===== config.mk =====
export PLATFORM = sky130hd
export DESIGN_NAME = pxl_translate
export DESIGN_NICKNAME = d
export VERILOG_FILES = /design/src/rtl/pxl_pkg.sv /design/src/rtl/pxl_loader.sv /design/src/rtl/pxl_table.sv /design/src/rtl/pxl_check.sv /design/src/rtl/pxl_translate.sv
export SDC_FILE = /design/constraint.sdc
export NUM_CORES = 1
export LEC_CHECK = 0
export BUFFER_PORTS_ARGS = -buffer_cell sky130_fd_sc_hd__buf_2
export CORE_MARGIN = 3
export CORE_UTILIZATION = 35
export CTS_BUF_LIST = sky130_fd_sc_hd__clkbuf_16
export DETAILED_ROUTE_END_ITERATION = 10
export GPL_ROUTABILITY_DRIVEN = 0
export PLACE_DENSITY = 0.55
export SLEW_MARGIN = 20
export SYNTH_ARGS = -nofsm -noshare
export SYNTH_HDL_FRONTEND = slang
export SYNTH_SLANG_ARGS = --single-unit

===== constraint.sdc =====
create_clock -name clk -period 2.35 [get_ports clk]
set_clock_uncertainty 0.05 [all_clocks]
set_input_delay 0.1175 -clock clk [delete_from_list [all_inputs] [get_ports clk]]
set_output_delay 0.1175 -clock clk [all_outputs]
set_load 0.02 [all_outputs]

===== src/rtl/pxl_pkg.sv =====
package pxl_pkg;

    typedef enum logic [1:0] {
        PROT_RO   = 2'b00,
        PROT_RW   = 2'b01,
        PROT_XO   = 2'b10,
        PROT_NONE = 2'b11
    } prot_e;

    typedef enum logic [1:0] {
        ACC_RD  = 2'b00,
        ACC_WR  = 2'b01,
        ACC_EX  = 2'b10,
        ACC_RSV = 2'b11
    } acc_e;

    typedef enum logic [1:0] {
        CAUSE_NONE    = 2'b00,
        CAUSE_INVALID = 2'b01,
        CAUSE_PROT    = 2'b10,
        CAUSE_RSV     = 2'b11
    } cause_e;

    typedef enum logic {
        LD_IDLE = 1'b0,
        LD_FILL = 1'b1
    } ld_state_e;

endpackage


===== src/rtl/pxl_loader.sv =====
module pxl_loader
    import pxl_pkg::*;
#(
    parameter int ENTRIES = 16,
    parameter int IDX_W   = 4
) (
    input  logic             clk,
    input  logic             rst_n,
    input  logic             ld_start,
    input  logic             ld_wr,
    output logic             busy,
    output logic             clr_all,
    output logic             wr_en,
    output logic [IDX_W-1:0] wr_idx
);

    localparam logic [IDX_W-1:0] LAST_IDX = IDX_W'(ENTRIES - 1);

    ld_state_e        state_q, state_d;
    logic [IDX_W-1:0] cnt_q;
    logic             last_wr;

    assign last_wr = (cnt_q == LAST_IDX);

    // next-state logic
    always_comb begin
        state_d = state_q;
        unique case (state_q)
            LD_IDLE: begin
                if (ld_start) state_d = LD_FILL;           // open
            end
            LD_FILL: begin
                if (ld_start)              state_d = LD_FILL; // restart
                else if (ld_wr && last_wr) state_d = LD_IDLE; // close
                else                       state_d = LD_FILL; // advance / wait
            end
            default: state_d = LD_IDLE;
        endcase
    end

    // state register
    always_ff @(posedge clk) begin
        if (!rst_n) state_q <= LD_IDLE;
        else        state_q <= state_d;
    end

    // entry counter
    always_ff @(posedge clk) begin
        if (!rst_n)          cnt_q <= '0;
        else if (ld_start)   cnt_q <= '0;
        else if (wr_en)      cnt_q <= last_wr ? '0 : cnt_q + 1'b1;
    end

    // outputs
    always_comb begin
        busy    = 1'b0;
        wr_en   = 1'b0;
        clr_all = ld_start;
        wr_idx  = cnt_q;
        unique case (state_q)
            LD_IDLE: begin
                busy  = 1'b0;
                wr_en = 1'b0;
            end
            LD_FILL: begin
                busy  = 1'b1;
                wr_en = ld_wr && !ld_start;
            end
            default: begin
                busy  = 1'b0;
                wr_en = 1'b0;
            end
        endcase
    end

    // with no start pulse, an idle controller stays idle
    a_r9_idle_holds: assert property (@(posedge clk) disable iff (!rst_n)
        (state_q == LD_IDLE && !ld_start) |=> (state_q == LD_IDLE));

    // a start always leaves the counter at the first entry
    a_r8_start_rewinds: assert property (@(posedge clk) disable iff (!rst_n)
        ld_start |=> (cnt_q == '0));

    // the counter only moves while a session is open
    a_r8_count_idle_zero: assert property (@(posedge clk) disable iff (!rst_n)
        (state_q == LD_IDLE) |-> (cnt_q == '0));

endmodule


===== src/rtl/pxl_table.sv =====
module pxl_table #(
    parameter int ENTRIES = 16,
    parameter int IDX_W   = 4,
    parameter int FRAME_W = 4
) (
    input  logic               clk,
    input  logic               rst_n,
    input  logic               clr_all,
    input  logic               wr_en,
    input  logic [IDX_W-1:0]   wr_idx,
    input  logic               wr_valid,
    input  logic [FRAME_W-1:0] wr_frame,
    input  logic [1:0]         wr_prot,
    input  logic [IDX_W-1:0]   rd_idx,
    output logic               rd_valid,
    output logic [FRAME_W-1:0] rd_frame,
    output logic [1:0]         rd_prot,
    output logic [ENTRIES-1:0] valid_all
);

    logic [ENTRIES-1:0] valid_q;
    logic [FRAME_W-1:0] frame_q [ENTRIES];
    logic [1:0]         prot_q  [ENTRIES];

    always_ff @(posedge clk) begin
        if (!rst_n) begin
            valid_q <= '0;
            for (int e = 0; e < ENTRIES; e++) begin
                frame_q[e] <= '0;
                prot_q[e]  <= '0;
            end
        end else if (clr_all) begin
            valid_q <= '0;
        end else if (wr_en) begin
            for (int e = 0; e < ENTRIES; e++) begin
                if (wr_idx == IDX_W'(e)) begin
                    valid_q[e] <= wr_valid;
                    frame_q[e] <= wr_frame;
                    prot_q[e]  <= wr_prot;
                end
            end
        end
    end

    assign rd_valid  = valid_q[rd_idx];
    assign rd_frame  = frame_q[rd_idx];
    assign rd_prot   = prot_q[rd_idx];
    assign valid_all = valid_q;

    // without a write or clear the valid flags do not move
    a_r9_table_stable: assert property (@(posedge clk) disable iff (!rst_n)
        (!wr_en && !clr_all) |=> $stable(valid_q));

    // a write changes at most the one addressed flag
    a_r8_single_entry: assert property (@(posedge clk) disable iff (!rst_n)
        (wr_en && !clr_all) |=> ($countones(valid_q ^ $past(valid_q)) <= 1));

endmodule


===== src/rtl/pxl_check.sv =====
module pxl_check
    import pxl_pkg::*;
(
    input  logic       ent_valid,
    input  logic [1:0] ent_prot,
    input  logic [1:0] acc,
    output logic [1:0] cause
);

    logic allowed;

    always_comb begin
        allowed = 1'b0;
        unique case (prot_e'(ent_prot))
            PROT_RO:   allowed = (acc_e'(acc) == ACC_RD);
            PROT_RW:   allowed = (acc_e'(acc) == ACC_RD) || (acc_e'(acc) == ACC_WR);
            PROT_XO:   allowed = (acc_e'(acc) == ACC_EX);
            PROT_NONE: allowed = 1'b0;
            default:   allowed = 1'b0;
        endcase
    end

    always_comb begin
        if (!ent_valid)    cause = CAUSE_INVALID;   // takes priority
        else if (!allowed) cause = CAUSE_PROT;
        else               cause = CAUSE_NONE;
    end

endmodule


===== src/rtl/pxl_translate.sv =====
module pxl_translate
    import pxl_pkg::*;
#(
    parameter int LADDR_W = 16,
    parameter int OFS_W   = 12,
    parameter int FRAME_W = 4
) (
    input  logic                     clk,
    input  logic                     rst_n,
    input  logic                     req_valid,
    input  logic [LADDR_W-1:0]       req_addr,
    input  logic [1:0]               req_acc,
    output logic                     rsp_valid,
    output logic [FRAME_W+OFS_W-1:0] rsp_paddr,
    output logic                     rsp_fault,
    output logic [1:0]               rsp_cause,
    input  logic                     ld_start,
    input  logic                     ld_wr,
    input  logic                     ld_valid,
    input  logic [FRAME_W-1:0]       ld_frame,
    input  logic [1:0]               ld_prot,
    output logic                     ld_busy
);

    localparam int PAGE_W  = LADDR_W - OFS_W;
    localparam int ENTRIES = 1 << PAGE_W;
    localparam int PADDR_W = FRAME_W + OFS_W;

    logic [PAGE_W-1:0]  page;
    logic [OFS_W-1:0]   offset;
    logic               clr_all, wr_en;
    logic [PAGE_W-1:0]  wr_idx;
    logic               ent_valid;
    logic [FRAME_W-1:0] ent_frame;
    logic [1:0]         ent_prot;
    logic [ENTRIES-1:0] valid_all;
    logic [1:0]         cause;

    assign page   = req_addr[LADDR_W-1:OFS_W];
    assign offset = req_addr[OFS_W-1:0];

    pxl_loader #(.ENTRIES(ENTRIES), .IDX_W(PAGE_W)) u_loader (
        .clk     (clk),
        .rst_n   (rst_n),
        .ld_start(ld_start),
        .ld_wr   (ld_wr),
        .busy    (ld_busy),
        .clr_all (clr_all),
        .wr_en   (wr_en),
        .wr_idx  (wr_idx)
    );

    pxl_table #(.ENTRIES(ENTRIES), .IDX_W(PAGE_W), .FRAME_W(FRAME_W)) u_table (
        .clk      (clk),
        .rst_n    (rst_n),
        .clr_all  (clr_all),
        .wr_en    (wr_en),
        .wr_idx   (wr_idx),
        .wr_valid (ld_valid),
        .wr_frame (ld_frame),
        .wr_prot  (ld_prot),
        .rd_idx   (page),
        .rd_valid (ent_valid),
        .rd_frame (ent_frame),
        .rd_prot  (ent_prot),
        .valid_all(valid_all)
    );

    pxl_check u_check (
        .ent_valid(ent_valid),
        .ent_prot (ent_prot),
        .acc      (req_acc),
        .cause    (cause)
    );

    always_ff @(posedge clk) begin
        if (!rst_n) begin
            rsp_valid <= 1'b0;
            rsp_paddr <= '0;
            rsp_fault <= 1'b0;
            rsp_cause <= CAUSE_NONE;
        end else begin
            rsp_valid <= req_valid;
            if (req_valid) begin
                rsp_cause <= cause;
                rsp_fault <= (cause != CAUSE_NONE);
                rsp_paddr <= (cause == CAUSE_NONE) ? {ent_frame, offset} : PADDR_W'(0);
            end else begin
                rsp_cause <= CAUSE_NONE;
                rsp_fault <= 1'b0;
                rsp_paddr <= '0;
            end
        end
    end

    // one response per request, one cycle later
    a_r3_rsp_follows: assert property (@(posedge clk) disable iff (!rst_n)
        req_valid |=> rsp_valid);
    a_r3_no_spurious: assert property (@(posedge clk) disable iff (!rst_n)
        !req_valid |=> !rsp_valid);

    // a trapped access never carries an address
    a_r4_fault_no_addr: assert property (@(posedge clk) disable iff (!rst_n)
        rsp_fault |-> (rsp_paddr == '0));

    // fault flag agrees with the cause code
    a_r5_fault_cause: assert property (@(posedge clk) disable iff (!rst_n)
        rsp_valid |-> (rsp_fault == (rsp_cause != CAUSE_NONE)));

    // a request to an entry that is not valid reports the invalid cause
    a_r7_invalid_first: assert property (@(posedge clk) disable iff (!rst_n)
        (req_valid && !valid_all[page]) |=> (rsp_cause == CAUSE_INVALID));

    // start clears the table and opens the session
    a_r8_start_clears: assert property (@(posedge clk) disable iff (!rst_n)
        ld_start |=> (valid_all == '0 && ld_busy));

endmodule


# Word-level counts from Yosys, hierarchy flattened
# Memories as Yosys holds them, arrays and structs flattened. A register that Yosys moved wholly into a read port is not among the register bits.
# Index checks and enable logic that the tools add are counted.
[totals]
reg_bits = 41
ram_bits = 96
inputBits = 30
out_inout_bits = 21
wordCells = 234
n_memories = 2
[memory_table]
columns = ["memory", "words", "width", "rd", "rd_clocked_by_memory_dff", "write_ports", "line", "text"]
rows = [
  ["u_table.frame_q", 16, 4, 1, 1, 16, "pxl_table.sv:22", "logic [FRAME_W-1:0] frame_q [ENTRIES];"],
  ["u_table.prot_q", 16, 2, 1, 0, 16, "pxl_table.sv:23", "logic [1:0] prot_q [ENTRIES];"],
]
[classes]
addsub = 1
order_cmp = 1
n_eq_ne = 20
muxes = 125
bitwise_logic = 34
reduce_logical = 29
[ops]
columns = ["op", "count"]
rows = [
  ["two-way mux 1 bit", 85],
  ["two-way mux 4 bit", 17],
  ["two-way mux 2 bit", 18],
  ["AND reduction 2 bit", 17],
  ["equality test 4 bit (second input constant)", 8],
  ["OR 1 bit", 32],
  ["equality test 4 x 3 -> 1 bit (second input constant)", 4],
  ["equality test 4 x 2 -> 1 bit (second input constant)", 2],
  ["equality test 2 bit (second input constant)", 3],
  ["logical NOT 2 bit", 3],
  ["case mux 1 bit (2 select lines)", 3],
  ["< comparator 4 x 5 -> 1 bit (second input constant)", 1],
  ["adder 4 x 1 -> 4 bit (second input constant)", 1],
  ["binary-select mux 1 bit (select 4 bit)", 1],
  ["equality test 2 x 1 -> 1 bit (second input constant)", 2],
  ["equality test 4 x 1 -> 1 bit (second input constant)", 1],
  ["logical NOT 4 bit", 1],
  ["case mux 1 bit (4 select lines)", 1],
  ["AND reduction 3 bit", 1],
  ["logical AND 1 bit", 2],
  ["logical NOT 1 bit", 2],
  ["inverter 1 bit", 2],
  ["nonzero test 2 bit", 1],
  ["OR reduction 2 bit", 1],
  ["logical OR 1 bit", 1],
]

# Depth between registers and ports, before layout
# Gate-level depths: netlist of the first run.
[depth]
word_depth = 8
depth_mapped = 10
depth_no_buf = 6

# Cells and area by module
# Synthesis of the first run repeated with hierarchy kept, for this count alone.
[unflattened]
cells_unflattened = 437
area_unflattened_um2 = 5851.9
[modules_own_cells]
columns = ["module", "n_inst", "cells_each", "area_per_inst_um2", "seq_area_each_um2"]
rows = [
  ["pxl_table", 1, 361, 4998.5, 3203.1],
  ["pxl_translate", 1, 42, 571.8, 400.4],
  ["pxl_loader", 1, 29, 241.5, 100.1],
  ["pxl_check", 1, 5, 40.0, 0.0],
]

# Worst setup path after synthesis of the first run
# Ideal clock, no wire load.
[synth_timing]
path_kind = "input-to-reg"
startpoint = "input port req_addr[12]"
endpoint = "register rsp_paddr[12] (read register of u_table.frame_q)"
setup_ns = 0.115
arrival_time_ns = 2.100
t_required_ns = 2.185
setup_slack_ns = 0.085
path_stages = 7
path_buffers = 4
cell_sequence = "buf_4 -> buf_12 -> buf_2 -> buf_2 -> mux4_2 -> mux4_2 -> and2_1"
[synth_via]
elab_chain_cells = 8
elab_cells_between_ends = 13
cone_classes = "eq/ne: 3; mux: 5; reduce/logical: 4; memory: 1"
[synth_rtl]
columns = ["element", "line", "text"]
rows = [
  ["start: declaration", "pxl_translate.sv:11", "input logic [LADDR_W-1:0] req_addr,"],
  ["memory read (16 x 2 bit)", "-", ""],
  ["equality test 2 bit, or another cell as far along", "pxl_check.sv:14", "unique case (prot_e'(ent_prot))"],
  ["case mux 1 bit (4 select lines)", "pxl_check.sv:14", ""],
  ["two-way mux 2 bit", "pxl_check.sv:25", "else if (!allowed) cause = CAUSE_PROT;"],
  ["two-way mux 2 bit", "pxl_check.sv:24", "if (!ent_valid) cause = CAUSE_INVALID;"],
  ["logical NOT 2 bit", "pxl_translate.sv:87", "rsp_paddr <= (cause == CAUSE_NONE) ? {ent_frame, offset} : PADDR_W'(0);"],
  ["AND reduction 3 bit (no line)", "-", ""],
  ["logical NOT 1 bit (no line)", "-", ""],
  ["end: declaration", "pxl_translate.sv:14", "output logic [FRAME_W+OFS_W-1:0] rsp_paddr,"],
]
# Parallel ways exist; a longest one is shown, timed or not. The select of a mux whose other input is x is not followed.
# A chain may end at the register's enable or synchronous reset.

# Final worst setup path of the first run
[layout_timing]
startpoint = "memory u_table.prot_q[9][0]"
endpoint = "register rsp_paddr[14] (read register of u_table.frame_q)"
[layout_via]
elab_chain_cells = 8
elab_cells_between_ends = 11
cone_classes = "eq/ne: 3; mux: 3; reduce/logical: 4; memory: 1"
[layout_rtl]
columns = ["element", "line"]
rows = [
  ["start: declaration", "pxl_table.sv:23"],
  ["memory read (16 x 2 bit) (*)", "-"],
  ["equality test 2 bit, or another cell as far along", "pxl_check.sv:14"],
  ["case mux 1 bit (4 select lines) (*)", "pxl_check.sv:14"],
  ["two-way mux 2 bit (*)", "pxl_check.sv:25"],
  ["two-way mux 2 bit (*)", "pxl_check.sv:24"],
  ["logical NOT 2 bit (*)", "pxl_translate.sv:87"],
  ["AND reduction 3 bit (no line) (*)", "-"],
  ["logical NOT 1 bit (no line) (*)", "-"],
]
# Mark *: on every way between the ends. The rest lies on a longest branch, timed or not.

==> results of run 1 <==
sequential cells by signal (all words and copies together) (netlist names):
signal	count
rsp_cause	2
rsp_fault	1
rsp_paddr	16
rsp_valid	1
u_loader.state_q	1
u_loader.wr_idx	4
u_table.frame_q	64
u_table.prot_q	32
u_table.valid_all	16
logic make-up after synthesis:
group / synth area share [%]
adders and majority gates: 0.884
and+or+nand+nor: 11.8
muxes: 16.5
DFF: 65.4
xor gates and xnor gates: 0.464
buffers and inverters: 2.74
AOI/OAI and AO/OA: 2.21
tightest hold or removal path, delay by kind of cell:
kind                   cells  cell delay, ps
and+or+nand+nor            1              90
AOI/OAI and AO/OA          1              50
buffers and inverters      1             200
worst max path at each step:
stage,startpoint,endpoint,slack [ps],cells after the start
after floorplan,req_addr[12],rsp_paddr[12]$_SDFF_PN0_,90,7
after global placement,req_addr[12],rsp_paddr[14]$_SDFF_PN0_,10,7
after detailed placement,req_addr[12],rsp_paddr[14]$_SDFF_PN0_,-40,7
after CTS,u_table.prot_q[4][0]$_SDFFCE_PN0P_,rsp_paddr[14]$_SDFF_PN0_,100,6
after global routing,u_table.prot_q[0][0]$_SDFFCE_PN0P_,rsp_paddr[14]$_SDFF_PN0_,20,6
final,u_table.prot_q[9][0]$_SDFFCE_PN0P_,rsp_paddr[14]$_SDFF_PN0_,170,6
metal layers:
layer / global-route usage [%] / wire length (um) / part of all wire (%) / vias to the layer above
met2: 25.8 / 6400 / 50 / 75
met4: 6.06 / 209 / 1.6 / 0
met5: 0 / 0 / 0 / -
li1: - / - / - / 1647
met1: 19.3 / 5560 / 44 / 1714
met3: 4.49 / 579 / 4.5 / 16
per-stage QoR:
step                area [um^2]  utilization (%)  setup WS, ps  setup TNS (ps)  power [mW]
floorplan                  5660                -          85.4               0        2.95
global placement           6240             40.2          12.1               0        3.07
detailed placement         6240             40.2         -38.5            -445        3.08
CTS                        6930             44.6          97.1               0        5.57
global route               6930             44.6          18.2               0        5.71
finish                     6930             44.6           167               0        5.50
cell usage after synthesis (all sizes together), types with 6 or more instances:
master	instances	area [um^2]
o21ai	10	50.1
mux2i	27	270
inv	11	41.3
buf	7	57.6
nand2	29	109
nor2	85	319
edfxtp	96	2880
and2	16	100
nand3	12	60.1
mux4	28	631
dfxtp	41	821
a21oi	6	41.3
clkbuf	15	56.3
power groups by stage:
stage / Sequential (mW) / Combinational [mW] / Clock (mW)
3_5_place_dp: 2.75 / 0.331 / 0
3_3_place_gp: 2.75 / 0.324 / 0
6_report: 2.70 / 0.344 / 2.46
2_1_floorplan: 2.74 / 0.210 / 0
5_1_grt: 2.71 / 0.377 / 2.62
4_1_cts: 2.70 / 0.351 / 2.52
cell type report:
| cell class | instances | area [um^2] |
|---|---|---|
| clock buffer | 17 | 425 |
| clock inverter | 15 | 118 |
| fill | 1447 | 8610 |
| inverter | 11 | 41.3 |
| multi-input combinational | 240 | 1800 |
| sequential | 137 | 3700 |
| tap | 211 | 264 |
| timing repair buffer | 87 | 578 |
cell usage in the layout (no fill, tap or decap), types with 12 or more instances in the layout:
cell type      instances
edfxtp_1              96
nor2_1                85
buf_2                 50
dfxtp_1               41
nand2_1               29
mux4_2                28
mux2i_1               27
buf_4                 21
clkbuf_16             17
and2_1                16
dlygate4sd3_1         15
inv_1                 13
nand3_1               12
what timing repair did:
item	in CTS	in global routing
hold buffers	15	0
setup endpoints to repair	0	4
gates resized for setup	0	0
endpoints found under the hold margin	17	0
==> results.sh, run 1 <==
export IMPL_fin_cells=718
export IMPL_timing_fmax_mhz=458
export IMPL_grt_max_degree=25
export IMPL_yosysSeqAreaShare_pct=65.4
export IMPL_grt_pass1_wl_mm=20.4
export IMPL_cts_sinks=137
export IMPL_tritoncts="yes"
export IMPL_cts_setup_buffers=0
export IMPL_synth_edf_count=96
export IMPL_min_path_type="in2reg"
export IMPL_wirelength_mm=12.8
export IMPL_seqPwrFrac_pct=49.1
export IMPL_dr_pass1_iters=5
export IMPL_diodes=0
export IMPL_cts_root_buffer="clkbuf_16"
export IMPL_worstPathBufferInverterCount=0
export IMPL_clk_latency_ps=420
export IMPL_clk_pin_slew_ps=60
export IMPL_syn_to_final_growth_pct=22.5
export IMPL_vias=3452
export IMPL_slew_headroom_pct=49.6
export IMPL_crit_arrival_ps=2500
export IMPL_rsz0062_at_grt="false"
export IMPL_syn_area_mm2=0.00566
export IMPL_worstReg2RegStart="u_table.prot_q[9][0]$_SDFFCE_PN0P_"
export IMPL_cap_violations=0
export IMPL_port_buffers=50
export IMPL_viasPerCell=4.81
export IMPL_drc=0
export IMPL_clockBufferDepth=2
export IMPL_intPower_mw=4.35
export IMPL_finalNetCount=528
export IMPL_rrSetupSlack_ps=170
export IMPL_synthArstFlopShare_pct=0
export IMPL_dr_first_iter_drc_count=346
export IMPL_holdPathStages=3
export IMPL_wl_per_cell_um=17.8
export IMPL_start_kind="register"
export IMPL_critPathRequiredTime_ps=2670
export IMPL_finalHoldViolations=0
export IMPL_swShare_pct=21.0
export IMPL_numCtsBuffers=17
export IMPL_critical_path_class="reg2reg"
export IMPL_holdWs_ps=43.0
export IMPL_grt_pass1_vias=3688
export IMPL_path_cells="mux2i_1 -> mux4_2 -> mux2_2 -> a221o_1 -> a21oi_4 -> and2_1"
export IMPL_die_h_um=133
export IMPL_irDropWorstVdd_uv=628
export IMPL_maxSlewViolCount=0
export IMPL_gr_total_overflow=0
export IMPL_initial_core_util_pct=36.4
export IMPL_grt_total_usage_pct=15.5
export IMPL_synth_fp_nets=444
export IMPL_r2r_cells=6
export IMPL_crit_fanout=16
export IMPL_h_tree_depth=4
export IMPL_die_x_um=133
export IMPL_die_area_mm2=0.0177
export IMPL_status="finished, final reports clean"
export IMPL_drive_gt1_share_pct=25.0
export IMPL_io_pins=51
export IMPL_clkPwrFrac_pct=44.6
export IMPL_dp_cells=671
export IMPL_comb_power_share_pct=6.3
export IMPL_worst_hold_path_endpoint="u_table.valid_all[15]$_SDFFE_PP0P_"
export IMPL_grt_antenna_before_repair=0
export IMPL_finalSetupViolCount=0
export IMPL_critPathMaxStageDelay_ps=460
export IMPL_power_switching_mw=1.15
export IMPL_synthFlopType="edfxtp_1"
export IMPL_ant_nets=0
export IMPL_coreArea_mm2=0.0155
export IMPL_leakagePower_nw=2.70
export IMPL_power_density_mw_per_mm2=793
export IMPL_hpwl_mm=8.89
export IMPL_synth_avg_cell_area_um2=13.8
export IMPL_yosysWarnings=0
export IMPL_cpMaxStageDelayCell="mux4_2"
export IMPL_r2r_end="rsp_paddr[14]$_SDFF_PN0_"
export IMPL_cp_end_kind="register"
export IMPL_min_delay_start="ld_valid"
export IMPL_placementRows=45
export IMPL_period_share_pct=92.9
export IMPL_synth_cell_type_count=31
export IMPL_timing_final_crit_period_ps=2180
export IMPL_cp_top_family="multiplexers"
export IMPL_tightest_slew_ps=756
export IMPL_syn_inst=410
export IMPL_yosys_register_bits=137
(Power assumes the default switching activity.)
==> run 2, diff against run 1 <==
Settings changed: CELL_PAD_IN_SITES_DETAIL_PLACEMENT set to 1, CELL_PAD_IN_SITES_GLOBAL_PLACEMENT set to 1, PLACE_DENSITY 0.55 to 0.61, SYNTH_HIERARCHICAL set to 1.
Clock period 2.35 ns to 2.5 ns, I/O delays scaled along.
==> run 2 against run 1 <==
Compared with the run above: first-iteration DRC count down 33%; clock-buffer cell count up 4; register-to-register slack about the same; critical endpoint is now rsp_paddr[6]$_SDFF_PN0_; highest routed layer unchanged; synthesized cell count up 6.6%; final cell count up 5.4%; sequential cell count unchanged.
==> results.sh, run 2 <==
export IMPL_io_pins=51
export IMPL_maxSlewViolCount=0
export IMPL_path_cells="mux4_1 -> a22oi_1 -> nand2_1 -> and4bb_1 -> a211oi_2 -> and4bb_4 -> and2_2"
export IMPL_power_density_mw_per_mm2=734
export IMPL_comb_power_share_pct=6.1
export IMPL_layout_setup_ws_ps=165
export IMPL_start_kind="register"
export IMPL_grt_total_usage_pct=17.7
export IMPL_irDropWorstVdd_uv=475
export IMPL_min_delay_start="ld_valid"
export IMPL_dp_slack_ps=117
export IMPL_placementRows=46
export IMPL_crit_fanout=16
export IMPL_hpwl_mm=10.6
export IMPL_finalNetCount=559
export IMPL_synth_edf_count=96
export IMPL_die_x_um=135
export IMPL_clk_latency_ps=420
export IMPL_slew_headroom_pct=58.0
export IMPL_cap_violations=0
export IMPL_clkPwrFrac_pct=46.0
export IMPL_cpMaxStageDelayCell="mux4_1"
export IMPL_utilization_pct=44.8
export IMPL_cts_root_buffer="clkbuf_16"
export IMPL_timing_final_crit_period_ps=2340
export IMPL_tightest_slew_ps=630
export IMPL_synth_cell_type_count=45
export IMPL_swShare_pct=21.7
export IMPL_synth_most_common_cell="edfxtp_1"
export IMPL_rrSetupSlack_ps=160
export IMPL_startpoint="u_table/prot_q[1][1]$_SDFFCE_PN0P_"
export IMPL_syn_area_mm2=0.00585
export IMPL_critPathRequiredTime_ps=2750
export IMPL_synth_top_cell_area_share_pct=49.3
export IMPL_finalSetupViolCount=0
export IMPL_grt_pass1_wl_mm=24.0
export IMPL_synth_avg_cell_area_um2=13.4
export IMPL_syn_to_final_growth_pct=23.3
export IMPL_clockBufferDepth=2
export IMPL_yosysTopAreaCell="edfxtp_1"
export IMPL_ctsResizeCount=0
export IMPL_holdWs_ps=13.6
export IMPL_syn_inst=437
export IMPL_yosys_register_bits=137
export IMPL_dr_pass1_iters=4
export IMPL_worstReg2RegStart="u_table/prot_q[1][1]$_SDFFCE_PN0P_"
export IMPL_crit_arrival_ps=2590
export IMPL_critPathMaxStageDelay_ps=520
export IMPL_finalHoldViolations=0
export IMPL_gr_total_overflow=0
export IMPL_wirelength_mm=15.3
export IMPL_vias=3916
export IMPL_cts_setup_buffers=0
export IMPL_seqPwrFrac_pct=47.9
export IMPL_drc=0
export IMPL_dr_first_iter_drc_count=231
export IMPL_synthFlopType="edfxtp_1"
export IMPL_synthTopCellsByArea="edfxtp_1 (49%), dfxtp_1 (14%), mux4_1 (7.6%), mux4_2 (4.2%), nor2_1 (4.2%)"
export IMPL_viasPerCell=5.17
export IMPL_diodes=0
export IMPL_seq_area_mm2=0.00370
export IMPL_fillers=1724
export IMPL_period_share_pct=93.4
export IMPL_largest_register_ffs=64
export IMPL_worstPathBufferInverterCount=0
export IMPL_initial_core_util_pct=36.3
export IMPL_cts_hold_fix_buffers=14
export IMPL_rsz0062_at_grt="false"
export IMPL_intPower_mw=4.14
export IMPL_netlist_top_cells_count="edfxtp_1 (96), nor2_1 (65), dfxtp_1 (41)"
export IMPL_die_h_um=135
export IMPL_grt_antenna_before_repair=0
export IMPL_min_path_type="in2reg"
export IMPL_tns_ps=0
export IMPL_h_tree_depth=4
export IMPL_final_cell_mix="edfxtp_1 (96), nor2_1 (65), buf_2 (50), dfxtp_1 (41), nand2_1 (34)"
export IMPL_leakagePower_nw=2.79
export IMPL_port_buffers=50
export IMPL_drive_gt1_share_pct=27.0
export IMPL_clk_pin_slew_ps=60
export IMPL_timing_fmax_mhz=428
export IMPL_grt_pass1_vias=4125
export IMPL_cp_top_family="simple AND/OR/NAND/NOR gates"
export IMPL_grt_max_degree=28
export IMPL_power_switching_mw=1.15
export IMPL_status="finished, final reports clean"
export IMPL_cts_sinks=137
export IMPL_yosysWarnings=6
export IMPL_critical_path_class="reg2reg"
export IMPL_synth_fp_nets=468
export IMPL_multi_input_area_mm2=0.00196
export IMPL_synthArstFlopShare_pct=0
export IMPL_coreArea_mm2=0.0161
export IMPL_top_regs="u_table/frame_q x64, u_table/prot_q x32"
export IMPL_numCtsBuffers=17
export IMPL_die_area_mm2=0.0183
export IMPL_tritoncts="yes"
export IMPL_cp_end_kind="register"
export IMPL_layout_commonest_cell="edfxtp_1"
export IMPL_yosysSeqAreaShare_pct=63.3
export IMPL_wl_per_cell_um=20.2
export IMPL_ant_nets=0
export IMPL_top_register="u_table/frame_q"
-- run 2: layout make-up --
type / count / share of cell area [%]
Sequential cell: 137 / 51.3
Multi-Input combinational cell: 265 / 27.2
Timing Repair Buffer: 97 / 9.02
Clock buffer: 21 / 7.28
Tap cell: 216 / 3.75
Clock inverter: 11 / 0.884
Inverter: 10 / 0.520
-- run 2: power groups by stage --
stage,Clock [mW],Combinational [mW],Sequential (mW)
finish,2.43,0.324,2.54
global route,2.60,0.351,2.55
CTS,2.48,0.328,2.54
detailed placement,0,0.310,2.59
global placement,0,0.305,2.58
floorplan,0,0.184,2.58
-- run 2: per-layer routing --
layer | part of all wire [%] | GRT usage (%)
met5 | 0 | 0
met4 | 1.3 | 5.66
met3 | 4.4 | 3.45
met2 | 48 | 28.9
met1 | 46 | 23.8
-- run 2: cell families (layout without fill, tap and decap cells) --
group	after synthesis	count (layout)	share of synthesized area [%]
AOI/OAI and AO/OA	62	62	6.18
xor gates and xnor gates	1	1	0.150
adders and majority gates	1	1	0.214
buffers and inverters	35	139	3.16
DFF	137	137	63.3
muxes	28	28	11.9
and+or+nand+nor	173	173	15.1
-- run 2: metrics by stage --
step	std cells	cell area (um^2)	total power, mW
final	757	7210	5.30
after global routing	757	7210	5.50
after CTS	757	7210	5.35
after detailed placement	711	6480	2.90
after global placement	711	6480	2.88
after floorplan	437	5850	2.76
-- run 2: worst paths after layout --
path	endpoint	cells past startpoint
max	rsp_paddr[6]$_SDFF_PN0_	7
min	u_table/valid_all[5]$_SDFFE_PP0N_	3
max reg2reg	rsp_paddr[6]$_SDFF_PN0_	7
min reg2reg	u_table/valid_all[12]$_SDFFE_PP0P_	2
-- run 2: worst min-delay path: stages --
cell,delay [ps]
buf_2,160
nand3_1,80
a21oi_1,50
